**src/rtl/wl_fb_pkg.sv**
```systemverilog
// Package wl_fb_pkg
// Shared types and helper functions for the write leveling feedback
// responder. Assumes latencies are counted in fast-clock edges.
package wl_fb_pkg;

    // Feedback style selected by the static configuration input.
    typedef enum logic {
        FB_ALL   = 1'b0,
        FB_PRIME = 1'b1
    } fb_mode_e;

    // Index of the data bit that carries feedback in single-bit mode.
    localparam int PRIME_BIT = 0;

    // Per-bit latency: base latency plus a fixed skew step per bit index.
    function automatic int lane_delay(input int lane, input int base_cyc, input int step);
        return base_cyc + lane * step;
    endfunction

endpackage

```
**src/rtl/wl_fb_capture.sv**
```systemverilog
// Module wl_fb_capture
// Holds the clock level taken at the latest accepted strobe edge.
// Assumes strobe_rise is a one-cycle pulse synchronous to clk. Strobes
// are accepted only while leveling is enabled. The held level is
// cleared while leveling is off.
module wl_fb_capture (
    input  logic clk,
    input  logic rst_n,
    input  logic lvl_en,
    input  logic strobe_rise,
    input  logic ck_level,
    output logic accept,
    output logic cap_level
);

    // Qualify the strobe with the leveling enable.
    always_comb begin
        accept = lvl_en && strobe_rise;
    end

    // Store the clock level on an accepted strobe; clear when leveling is off.
    always_ff @(posedge clk) begin
        if (!rst_n || !lvl_en) begin
            cap_level <= 1'b0;
        end else if (accept) begin
            cap_level <= ck_level;
        end
    end

endmodule

```
**src/rtl/wl_fb_lane.sv**
```systemverilog
// Module wl_fb_lane
// One data bit of feedback. An accepted strobe loads a down counter
// with DELAY. The bit takes the captured level on the edge where the
// counter expires. A new strobe reloads the counter, which replaces a
// pending update. Assumes DELAY >= 1 and that CNT_W can hold DELAY.
// The lane clears when lane_en is low.
module wl_fb_lane #(
    parameter int DELAY = 4,
    parameter int CNT_W = 4
) (
    input  logic clk,
    input  logic rst_n,
    input  logic lane_en,
    input  logic load,
    input  logic cap_level,
    output logic lane_q
);

    localparam logic [CNT_W-1:0] DLY  = CNT_W'(DELAY);
    localparam logic [CNT_W-1:0] ONE  = CNT_W'(1);
    localparam logic [CNT_W-1:0] ZERO = '0;

    logic [CNT_W-1:0] cnt_q;
    logic             due;

    // The pending update matures on this edge.
    always_comb begin
        due = (cnt_q == ONE);
    end

    // Latency counter: reload on a strobe, otherwise count down to zero.
    always_ff @(posedge clk) begin
        if (!rst_n || !lane_en) begin
            cnt_q <= ZERO;
        end else if (load) begin
            cnt_q <= DLY;
        end else if (cnt_q != ZERO) begin
            cnt_q <= cnt_q - ONE;
        end
    end

    // Feedback bit: take the captured level when the counter expires.
    always_ff @(posedge clk) begin
        if (!rst_n || !lane_en) begin
            lane_q <= 1'b0;
        end else if (due) begin
            lane_q <= cap_level;
        end
    end

endmodule

```
**src/rtl/wl_fb_drive.sv**
```systemverilog
// Module wl_fb_drive
// Output stage. It enables the data lines only in leveling mode with
// outputs not disabled, and forces the value to zero when they are not
// enabled. Purely combinational; the pad driver itself is outside.
module wl_fb_drive #(
    parameter int DQ_W = 8
) (
    input  logic            lvl_en,
    input  logic            out_off,
    input  logic [DQ_W-1:0] lane_vec,
    output logic [DQ_W-1:0] dq_out,
    output logic            dq_oe
);

    // Enable and mask the feedback word.
    always_comb begin
        dq_oe  = lvl_en && !out_off;
        dq_out = dq_oe ? lane_vec : '0;
    end

endmodule

```
**src/rtl/wl_fb_responder.sv**
```systemverilog
// Module wl_fb_responder
// Write leveling feedback responder, device side. It samples ck_level
// on each strobe_rise while lvl_en is high. Each data bit returns the
// sample after its own latency WLO_CYC + i*SKEW_STEP. In single-bit
// mode only bit 0 reports and the other bits stay low. Assumes
// WLO_CYC >= 1, SKEW_STEP >= 0, and that prime_only changes only while
// lvl_en is low.
module wl_fb_responder
    import wl_fb_pkg::*;
#(
    parameter int DQ_W      = 8,
    parameter int WLO_CYC   = 4,
    parameter int SKEW_STEP = 1
) (
    input  logic            clk,
    input  logic            rst_n,
    input  logic            lvl_en,
    input  logic            out_off,
    input  logic            prime_only,
    input  logic            ck_level,
    input  logic            strobe_rise,
    output logic [DQ_W-1:0] dq_out,
    output logic            dq_oe
);

    localparam int MAX_DLY = lane_delay(DQ_W - 1, WLO_CYC, SKEW_STEP);
    localparam int CNT_W   = $clog2(MAX_DLY + 1);

    fb_mode_e        mode;
    logic            accept;
    logic            cap_level;
    logic [DQ_W-1:0] lane_en;
    logic [DQ_W-1:0] lane_vec;

    // Decode the static feedback style.
    always_comb begin
        mode = fb_mode_e'(prime_only);
    end

    wl_fb_capture u_capture (
        .clk        (clk),
        .rst_n      (rst_n),
        .lvl_en     (lvl_en),
        .strobe_rise(strobe_rise),
        .ck_level   (ck_level),
        .accept     (accept),
        .cap_level  (cap_level)
    );

    for (genvar i = 0; i < DQ_W; i++) begin : g_lane
        localparam bit IS_PRIME = (i == PRIME_BIT);

        // A lane runs in leveling mode; non-prime lanes stop in single-bit mode.
        if (IS_PRIME) begin : g_prime
            always_comb begin
                lane_en[i] = lvl_en;
            end
        end else begin : g_other
            always_comb begin
                lane_en[i] = lvl_en && (mode == FB_ALL);
            end
        end

        wl_fb_lane #(
            .DELAY(lane_delay(i, WLO_CYC, SKEW_STEP)),
            .CNT_W(CNT_W)
        ) u_lane (
            .clk      (clk),
            .rst_n    (rst_n),
            .lane_en  (lane_en[i]),
            .load     (accept),
            .cap_level(cap_level),
            .lane_q   (lane_vec[i])
        );
    end

    wl_fb_drive #(
        .DQ_W(DQ_W)
    ) u_drive (
        .lvl_en  (lvl_en),
        .out_off (out_off),
        .lane_vec(lane_vec),
        .dq_out  (dq_out),
        .dq_oe   (dq_oe)
    );

endmodule

```
**config.mk**
```make
export PLATFORM = sky130hd
export DESIGN_NAME = wl_fb_responder
export DESIGN_NICKNAME = d
export VERILOG_FILES = /design/src/rtl/wl_fb_pkg.sv /design/src/rtl/wl_fb_capture.sv /design/src/rtl/wl_fb_lane.sv /design/src/rtl/wl_fb_drive.sv /design/src/rtl/wl_fb_responder.sv
export SDC_FILE = /design/constraint.sdc
export NUM_CORES = 1
export LEC_CHECK = 0
export BUFFER_PORTS_ARGS = -buffer_cell sky130_fd_sc_hd__buf_2
export CORE_UTILIZATION = 40
export CTS_CLUSTER_DIAMETER = 40
export DETAILED_ROUTE_END_ITERATION = 7
export PLACE_DENSITY = 0.58
export SLEW_MARGIN = 20
export SYNTH_ARGS = -nofsm -noshare
export SYNTH_HDL_FRONTEND = slang
export SYNTH_HIERARCHICAL = 1
export SYNTH_SLANG_ARGS = --single-unit
```
**constraint.sdc**
```tcl
create_clock -name clk -period 4.4 [get_ports clk]
set_input_delay 0.66 -clock clk [delete_from_list [all_inputs] [get_ports clk]]
set_output_delay 0.66 -clock clk [all_outputs]
set_load 0.02 [all_outputs]
```
Word level (Yosys, flattened, before mapping)
Cells that the tools add are included.

word-level totals
  bits in registers = 41
  logic and storage cells = 86
  bits of input ports = 7

cells by class
  reductions and logical operators = 27
  equal/unequal tests = 8
  bitwise logic cells = 1
  muxes and demuxes = 17
  add/sub/neg operators = 8

operators by type and width
  cell                   count
  $eq A4 B1 Y1 const B   8
  $mux W4                8
  $reduce_bool A4 Y1     8
  $sub A4 B1 Y4 const B  8
  $mux W3                8
  $reduce_bool A2 Y1     8
  $mux W8                1
  $logic_not A1 Y1       4
  $reduce_or A2 Y1       2
  $logic_and A1 B1 Y1    3
  $logic_or A1 B1 Y1     2
  $not A1 Y1             1

Depth between registers and ports, before layout
Gate-level depths: netlist of the first run.

  word-level depth = 5
  gate-level depth with buffers = 5

Hierarchy
The synthesis of the first run kept the hierarchy.

modules (own cells, without submodules)
  module                          area an instance (um2)  cells each  seq. area each (um2)  times used
  wl_fb_lane at g_lane[4].u_lane  267.8                   28          100.1                 1
  wl_fb_lane at g_lane[1].u_lane  259.0                   27          100.1                 1
  wl_fb_lane at g_lane[0].u_lane  256.5                   27          100.1                 1
  wl_fb_lane at g_lane[5].u_lane  250.2                   27          100.1                 1
  wl_fb_lane at g_lane[3].u_lane  247.7                   26          100.1                 1
  wl_fb_lane at g_lane[7].u_lane  206.4                   22          100.1                 1
  wl_fb_lane at g_lane[2].u_lane  196.4                   21          100.1                 1
  wl_fb_lane at g_lane[6].u_lane  193.9                   21          100.1                 1
  wl_fb_drive                     76.3                    9           0.0                   1
  wl_fb_capture                   45.0                    5           20.0                  1
  wl_fb_responder                 13.8                    1           0.0                   1

Worst setup path after synthesis of the first run
Ideal clock, no wire load.

  path type = input-to-output
  from = input lvl_en
  to = output dq_oe
  stages = 1
  path buffers = 0
  arrival = 0.987 ns
  required time = 3.740 ns
  setup slack = 2.753 ns
  cell sequence = nor2b_1

between the ends
  word-level cells in the longest chain between the ends = 1

ends and longest elaborated chain
  what                 line                   text
  from (decl)          wl_fb_responder.sv:17  input logic lvl_en,
  $logic_and A1 B1 Y1  wl_fb_drive.sv:17      dq_oe = lvl_en && !out_off;
  to (decl)            wl_fb_responder.sv:23  output logic dq_oe

No other way between the ends.

Final worst setup path of the first run
  from = input lvl_en
  to = output dq_out[7]

between the ends
  word-level cells in the longest chain between the ends = 2

ends and longest elaborated chain
  what                 line                   text
  $logic_and A1 B1 Y1  wl_fb_drive.sv:17
  $mux W8              wl_fb_drive.sv:18      dq_out = dq_oe ? lane_vec : '0;
  to (decl)            wl_fb_responder.sv:22  output logic [DQ_W-1:0] dq_out,

No other way between the ends.

==> results of run 1 <==
## power by group through the flow
stage	sequential, mW	combinational [mW]	clock [mW]
2_1_floorplan	0.390	0.0495	0
3_3_place_gp	0.392	0.0647	0
3_5_place_dp	0.392	0.0646	0
4_1_cts	0.383	0.0650	0.236
5_1_grt	0.384	0.0733	0.252
6_report	0.383	0.0639	0.224
## synth_stat cells (2+ instances only)
master     count
inv_1         15
nor3_1        15
a31oi_1        2
o21ai_0        5
nand2b_1       2
nor4_1         4
a21bo_1        2
a21oi_1       13
mux2i_1       11
or3b_4         4
nor3b_1        6
ha_1          13
a2111oi_2      3
nand2_1       10
xor2_1         2
nor3_2         2
nand3_1        2
nor2_1        28
nand3b_1       3
a211oi_1       4
xnor2_1        5
and3b_1        8
dfxtp_1       41
## through the flow
step / cells / instance area (µm²) / setup slack (ps)
2_1_floorplan: 214 / 2010 / 2750
3_3_place_gp: 296 / 2170 / 2400
3_5_place_dp: 296 / 2170 / 2370
4_1_cts: 302 / 2250 / 2490
5_1_grt: 302 / 2250 / 2450
6_report: 302 / 2250 / 2500
## final timing paths
kind	to	slack [ps]
hold reg to reg	g_lane[7].u_lane/lane_q	490
setup / recovery	dq_out[7]	2500
setup reg to reg	g_lane[4].u_lane/cnt_q[1]	2920
hold / removal	g_lane[7].u_lane/lane_q	490
## flip-flops by register name, indices dropped and copies added (netlist names)
| signal | flops |
|---|---|
| g_lane.u_lane/cnt_q | 32 |
| g_lane.u_lane/lane_q | 8 |
| u_capture/cap_level | 1 |
## logic make-up (layout without fill, tap and decap cells)
kind of cell             after synthesis  count (layout)  share of synthesized area [%]
flip-flops                            41              41                           40.8
AND/OR/NAND/NOR                       93              93                           27.5
multiplexers                          12              12                           6.03
XOR/XNOR                               7               7                           3.05
adder cells (fa/ha/maj)               13              13                           8.08
buffers and inverters                 15              36                           2.80
AO/OA/AOI/OAI                         33              33                           11.7
## worst min-delay path: stages (launching register included)
cell     delay (ps)
dfxtp_1         320
mux2i_1          60
nor2_1           80
## cell type report
| class | instances | area share, % |
|---|---|---|
| multi-input cells | 158 | 50.6 |
| clock buffers | 5 | 3.06 |
| flip-flops and latches | 41 | 36.5 |
| clock inverters | 1 | 0.223 |
| repair buffers | 15 | 3.34 |
| inverters | 15 | 2.51 |
| well taps | 67 | 3.73 |
## per-layer routing
layer  up-vias  wire (µm)  global-route usage, %
met1       657       1880                   21.6
met4         0         44                   5.88
met5         -          0                      0
met2        17       1460                   23.2
li1        801          -                      -
met3         4         99                   4.14
==> summary.md, run 1 <==
| Metric | Value |
|---|---|
| Root Driver | clkbuf_8 |
| Pwr Density | between 200 and 300 nW/µm² |
| Mapped cell area | 2010 µm² |
| Hold-fix buffer count after cts | 0 |
| Post-route DRC | 0 |
| Final TNS setup | 0 ps |
| Peak Freq | 526 MHz |
| Final-report setup violation count | 0 |
| Hpwl dp | 2480 µm |
| Routed length per instance | ~12 µm |
| CP max stage delay | 210 ps |
| Levels on crit path | 3 |
| Most frequent CP cell | buf_2 |
| Area share of the leading cell type in the synthesized netlist | 40.8% |
| Multi-input gate area | 1140 µm² |
| Fin crit share | 43.2% |
| Number of setup buffers added after CTS | 0 |
| WHS | 490 ps |
| Starting DRC count in detailed routing | 52 |
| I/O Pins | 16 |
| Vias/cell | 4.90 |
| Slowest-stage cell, CP | and3b_1 |
| Final Slew Violations | 0 |
| CTS buffer count | 5 |
| Starting density of the core | 42.1% |
| GR Overflow Total | 0 |
| Seq pwr share | 57.1% |
| Cell type with the highest aggregate area in the netlist | dfxtp_1 |
| Crit path max-delay family | buffers and inverters |
| Fillers | 466 |
| Syn nets | ~230 |
| Least-Margin Pin Slew | between 600 and 700 ps |
| Largest net degree at the start of global routing | 34 |
| Final WL | ~3500 µm |
| Setup Crit Path Kind | in -> out |
| Crit-path cells | buf_2 > and3b_1 > buf_2 |
| Max_cap viols | 0 |
| Die ar. | 5320 µm² |
| Worst r2r src | g_lane[4].u_lane/cnt_q[0] |
| Detail Route Antenna Nets | 0 |
| Reg area | 821 µm² |
| Critical Path Sink Type | primary output |
| Post-cts repair resize count | 0 |
| Final hold viol count | 0 |
| Post-Syn Area per Cell | 9.41 µm² |
| CP arrival | between 1000 and 1500 ps |
| Worst-path clk slew | 70 ps |
| FF+latch count, synth | 41 |
| Worst Path Required | 3740 ps |
| Int Pwr | approximately 510 µW |
| I/O Buffers | 15 |
| Overall Global Routing Usage | 15.6% |
| Chip Height | approximately 73 µm |
| Initial antenna violation count | 0 |
| Most frequent cells in the layout | 41 x dfxtp_1, 28 x nor2_1, 15 x inv_1, 15 x nor3_1, 15 x buf_2 |
| Max FO, Critical Path | 13 |
| Seq/Total Area, Yosys | 40.8% |
| Crit start category | input port |
| Number of library cell types mapped by synthesis | 37 |
| Buf/Inv on CP | 2 |
| Clock network fraction of design power | 33.4% |
| Worst Setup SP | lvl_en |
| Final core utilization | 46.9% |
| Area Overhead vs Synth | 11.6% |
| Switching power | 162 µW |
| Worst-Skew Late Latency | 290 ps |
| Fraction of registers with async set/reset | 0% |
| Clock sinks | 41 |
| Share of layout cells above drive strength 1 | ~17% |
| Comb power frac | 9.5% |
| Nets@finish | ~260 |
| Most common cell after layout, fill and taps aside | dfxtp_1 |
| Clk_skew | ~5.6 ps |
| Die X | 72.9 µm |
| Drt pass-1 iters | 4 |
| Prevailing post-synth register cell | dfxtp_1 |
| Min Tclk post-route | around 1900 ps |
| Leak pwr | 0.853 nW |
| Clk buf depth | 2 |
| Synth Instances | 214 |
| Worst slew margin | about 58% |
| Worst Hold Depth | 2 |
| Worst-case reg-to-reg path depth | 4 |
| GPL Wtd Cong | 0.720 |
| Core ar. | ~4800 µm² |
| Number of synthesized flops with an enable pin | 0 |
| Worst hold path class | reg -> reg |
| Yosys warns | 6 |
| RSZ-0062 raised after global routing | no |
| Synth area leaders | dfxtp_1 41%, ha_1 8.1%, mux2i_1 5.5% |
| Site Rows | 25 |
| HP Start | g_lane[7].u_lane/lane_q |
| Switching Share | between 20% and 30% |
| Total power | approximately 670 µW |
| N_diodes | 0 |
| Outcome | finished, final reports clean |
| Number of global-route vias before repair | 1373 |
| Worst vdd ir | 0.000182 V |
| Overall via count from detail_route | 1479 |
| CTS tree | built |
| # H-tree levels | 2 |
| First-pass GRT wire length | around 6300 µm |
Note: power is estimated with default switching activity, not from simulation.
==> inputs of run 2 (changes only) <==
--- a/config.mk
+++ b/config.mk
@@ -5,6 +5,7 @@
 export SDC_FILE = /design/constraint.sdc
 export NUM_CORES = 1
 export LEC_CHECK = 0
+export ABC_AREA = 1
 export BUFFER_PORTS_ARGS = -buffer_cell sky130_fd_sc_hd__buf_2
 export CORE_UTILIZATION = 40
 export CTS_CLUSTER_DIAMETER = 40
==> constraint.sdc (replaced) <==
create_clock -name clk -period 1.8 [get_ports clk]
set_input_delay 0.27 -clock clk [delete_from_list [all_inputs] [get_ports clk]]
set_output_delay 0.27 -clock clk [all_outputs]
set_load 0.02 [all_outputs]
==> summary.md, run 2 <==
| Metric | Value |
|---|---|
| Vias/cell | 4.49 (-8.4%) |
| Post-route DRC | 0 (unchanged) |
| Number of synthesized flops with an enable pin | 0 (unchanged) |
| Area share of the leading cell type in the synthesized netlist | 37.1% (-3.6 points) |
| Hpwl dp | 2910 µm (+18%) |
| Detail Route Antenna Nets | 0 (unchanged) |
| Seq/Total Area, Yosys | 37.1% (-3.6 points) |
| Compound-Gate Fraction of Synth Area | 9.51% (-2.2 points) |
| Leak pwr | 1.12 nW (+31%) |
| Xor and xnor area share after synthesis | 1.19% (-1.9 points) |
| Fin crit share | 67.1% |
| Number of setup buffers added after CTS | 0 (unchanged) |
| Overall via count from detail_route | 1826 (+23%) |
| Chip Height | 76.3 µm (+4.7%) |
| Worst vdd ir | 0.000442 V (+140%) |
| Final hold viol count | 0 (unchanged) |
| Clock sinks | 41 (unchanged) |
| Adder-cell share of the synthesized area | 7.36% (-0.72 points) |
| Number of global-route vias before repair | 1662 (+21%) |
| Peak Freq | 828 MHz |
| Outcome | finished, final reports clean |
| Cell with the most instances after synthesis | nand2_1 |
| RSZ-0062 raised after global routing | no |
| Worst Hold Depth | 3 (+1) |
| Total power | 1.88 mW (+180%) |
| Fillers | 551 (+18%) |
| Synth Instances | 314 (+47%) |
| GPL Wtd Cong | 0.790 (+9.7%) |
| Crit start category | flip-flop |
| Final Slew Violations | 0 (unchanged) |
| Clk_skew | 6.32 ps (+0.726 ps) |
| Root Driver | clkbuf_8 |
| FF+latch count, synth | 41 (unchanged) |
| Synth area leaders | dfxtp_1 37%, nand2_1 11%, inv_1 9.0% |
| Nets@finish | 356 (+39%) |
| Post-synthesis mux area share | 0% (-6.0 points) |
| GR Overflow Total | 0 (unchanged) |
| Worst slew margin | 69.3% (+11 points) |
| Critical Path Sink Type | primary output |
| CP arrival | 940 ps (-300 ps) |
| Final TNS setup | 0 ps (unchanged) |
| Largest family of logic cells by synthesized area | simple AND/OR/NAND/NOR gates |
| Post-Synth Simple-Gate Area | 34.0% (+6.5 points) |
| CTS tree | built |
| Overall Global Routing Usage | 15.0% (-0.63 points) |
| Die ar. | 5830 µm² (+9.5%) |
| Least-Margin Pin Slew | 460 ps (-166 ps) |
| Initial antenna violation count | 0 (unchanged) |
| CTS buffer count | 5 (unchanged) |
| Final-report setup violation count | 0 (unchanged) |
| Clk buf depth | 2 (unchanged) |
| Area Overhead vs Synth | 12.6% |
| Pwr Density | 755 nW/µm² (+150%) |
| Worst Path Required | 1530 ps (-2210 ps) |
| Hold-fix buffer count after cts | 0 (unchanged) |
| I/O Buffers | 15 (unchanged) |
| Starting DRC count in detailed routing | 36 (-31%) |
| Final core utilization | 47.8% (+0.91 points) |
| Core ar. | 5200 µm² (+8.8%) |
| Most frequent cells in the layout | 64 x nand2_1, 53 x inv_1, 43 x nor2_1, 41 x dfxtp_1 |
| Worst-Skew Late Latency | 290 ps (about the same) |
| N_diodes | 0 (unchanged) |
| Die X | 76.3 µm (+4.7%) |
| Fraction of registers with async set/reset | 0% (unchanged) |
| I/O Pins | 16 (unchanged) |
| Worst hold path class | in -> reg |
| Worst-path clk slew | 80 ps (about the same) |
| Top post-synthesis cells by count | 64 x nand2_1, 53 x inv_1, 43 x nor2_1 |
| Syn nets | 334 (+43%) |
| Most common cell after layout, fill and taps aside | nand2_1 |
| Final WL | 3900 µm (+12%) |
| Max_cap viols | 0 (unchanged) |
| Max FO, Critical Path | 2 (-11) |
| Setup Crit Path Kind | reg -> out |
| Site Rows | 26 (+4.0%) |
| Number of library cell types mapped by synthesis | 28 (-24%) |
| Largest Register | g_lane.u_lane/cnt_q |
| Prevailing post-synth register cell | dfxtp_1 |
| Post-Syn Area per Cell | 7.04 µm² (-25%) |
| Min Tclk post-route | 1210 ps |
| Cell type with the highest aggregate area in the netlist | dfxtp_1 |
| Largest regs | g_lane.u_lane/cnt_q x32, g_lane.u_lane/lane_q x8, u_capture/cap_level x1 |
| Routed length per instance | 9.58 µm (-17%) |
| Drt pass-1 iters | 4 (unchanged) |
| Post-cts repair resize count | 0 (unchanged) |
| First-pass GRT wire length | 6970 µm (+11%) |
| Starting density of the core | 42.5% (+0.41 points) |
| Max FFs per register | 32 (unchanged) |
| Largest net degree at the start of global routing | 15 (-56%) |
| Mapped cell area | 2210 µm² (+9.8%) |
| # H-tree levels | 2 (unchanged) |
| Share of layout cells above drive strength 1 | 16.3% (-0.28 points) |
| Worst-case reg-to-reg path depth | 4 (unchanged) |
| Yosys warns | 6 (unchanged) |
==> run 2: cell type report <==
cell class	count	area (µm²)	area share [%]
inverters	62	239	9.60
clock inverters	1	30.0	1.21
flip-flops and latches	41	821	33.0
repair buffers	15	75.1	3.02
multi-input cells	211	1150	46.2
well taps	70	87.6	3.52
clock buffers	7	86.3	3.47
==> run 2: cells by family after synthesis <==
| kind of cell | count (synthesis) |
|---|---|
| compound gates | 37 |
| flops | 41 |
| xor+xnor | 3 |
| fa+ha+maj | 13 |
| buf+inv | 62 |
| simple gates | 158 |
==> run 2: worst paths after layout <==
path / start / slack (ps) / to
worst max-delay path: g_lane[7].u_lane/lane_q / 590 / dq_out[7]
worst min-delay path: ck_level / 240 / u_capture/cap_level
worst max register to register: g_lane[5].u_lane/cnt_q[0] / 620 / g_lane[5].u_lane/cnt_q[2]
worst min register to register: g_lane[4].u_lane/lane_q / 460 / g_lane[4].u_lane/lane_q
==> run 2: worst max-delay path, cell delays in order, from the launching register on <==
cell and delay (ps):
dfxtp_1 340, inv_1 60, nor2_1 90, buf_2 170
==> run 2: stage by stage <==
stage | setup slack, ps | hold slack (ps) | area [µm²] | std cells
final | 593 | 245 | 2490 | 407
after detailed placement | 399 | 451 | 2370 | 399
after global placement | 423 | 449 | 2370 | 399
after global routing | 477 | 282 | 2490 | 407
after floorplan | 719 | 405 | 2210 | 314
after CTS | 581 | 246 | 2490 | 407
==> run 2: metal layers <==
layer | routed length [µm] | global-route usage, % | vias up
li1 | - | - | 1012
met1 | 1850 | 17.4 | 779
met2 | 1830 | 26.3 | 29
met3 | 166 | 3.95 | 6
met4 | 56 | 5.19 | 0
met5 | 0 | 0 | -
==> run 2: where the power goes <==
group	switching, mW	total [mW]	internal, mW
clock network	0.303	0.755	0.452
logic	0.119	0.183	0.0645
registers	0.0190	0.941	0.922
total	0.440	1.88	1.44
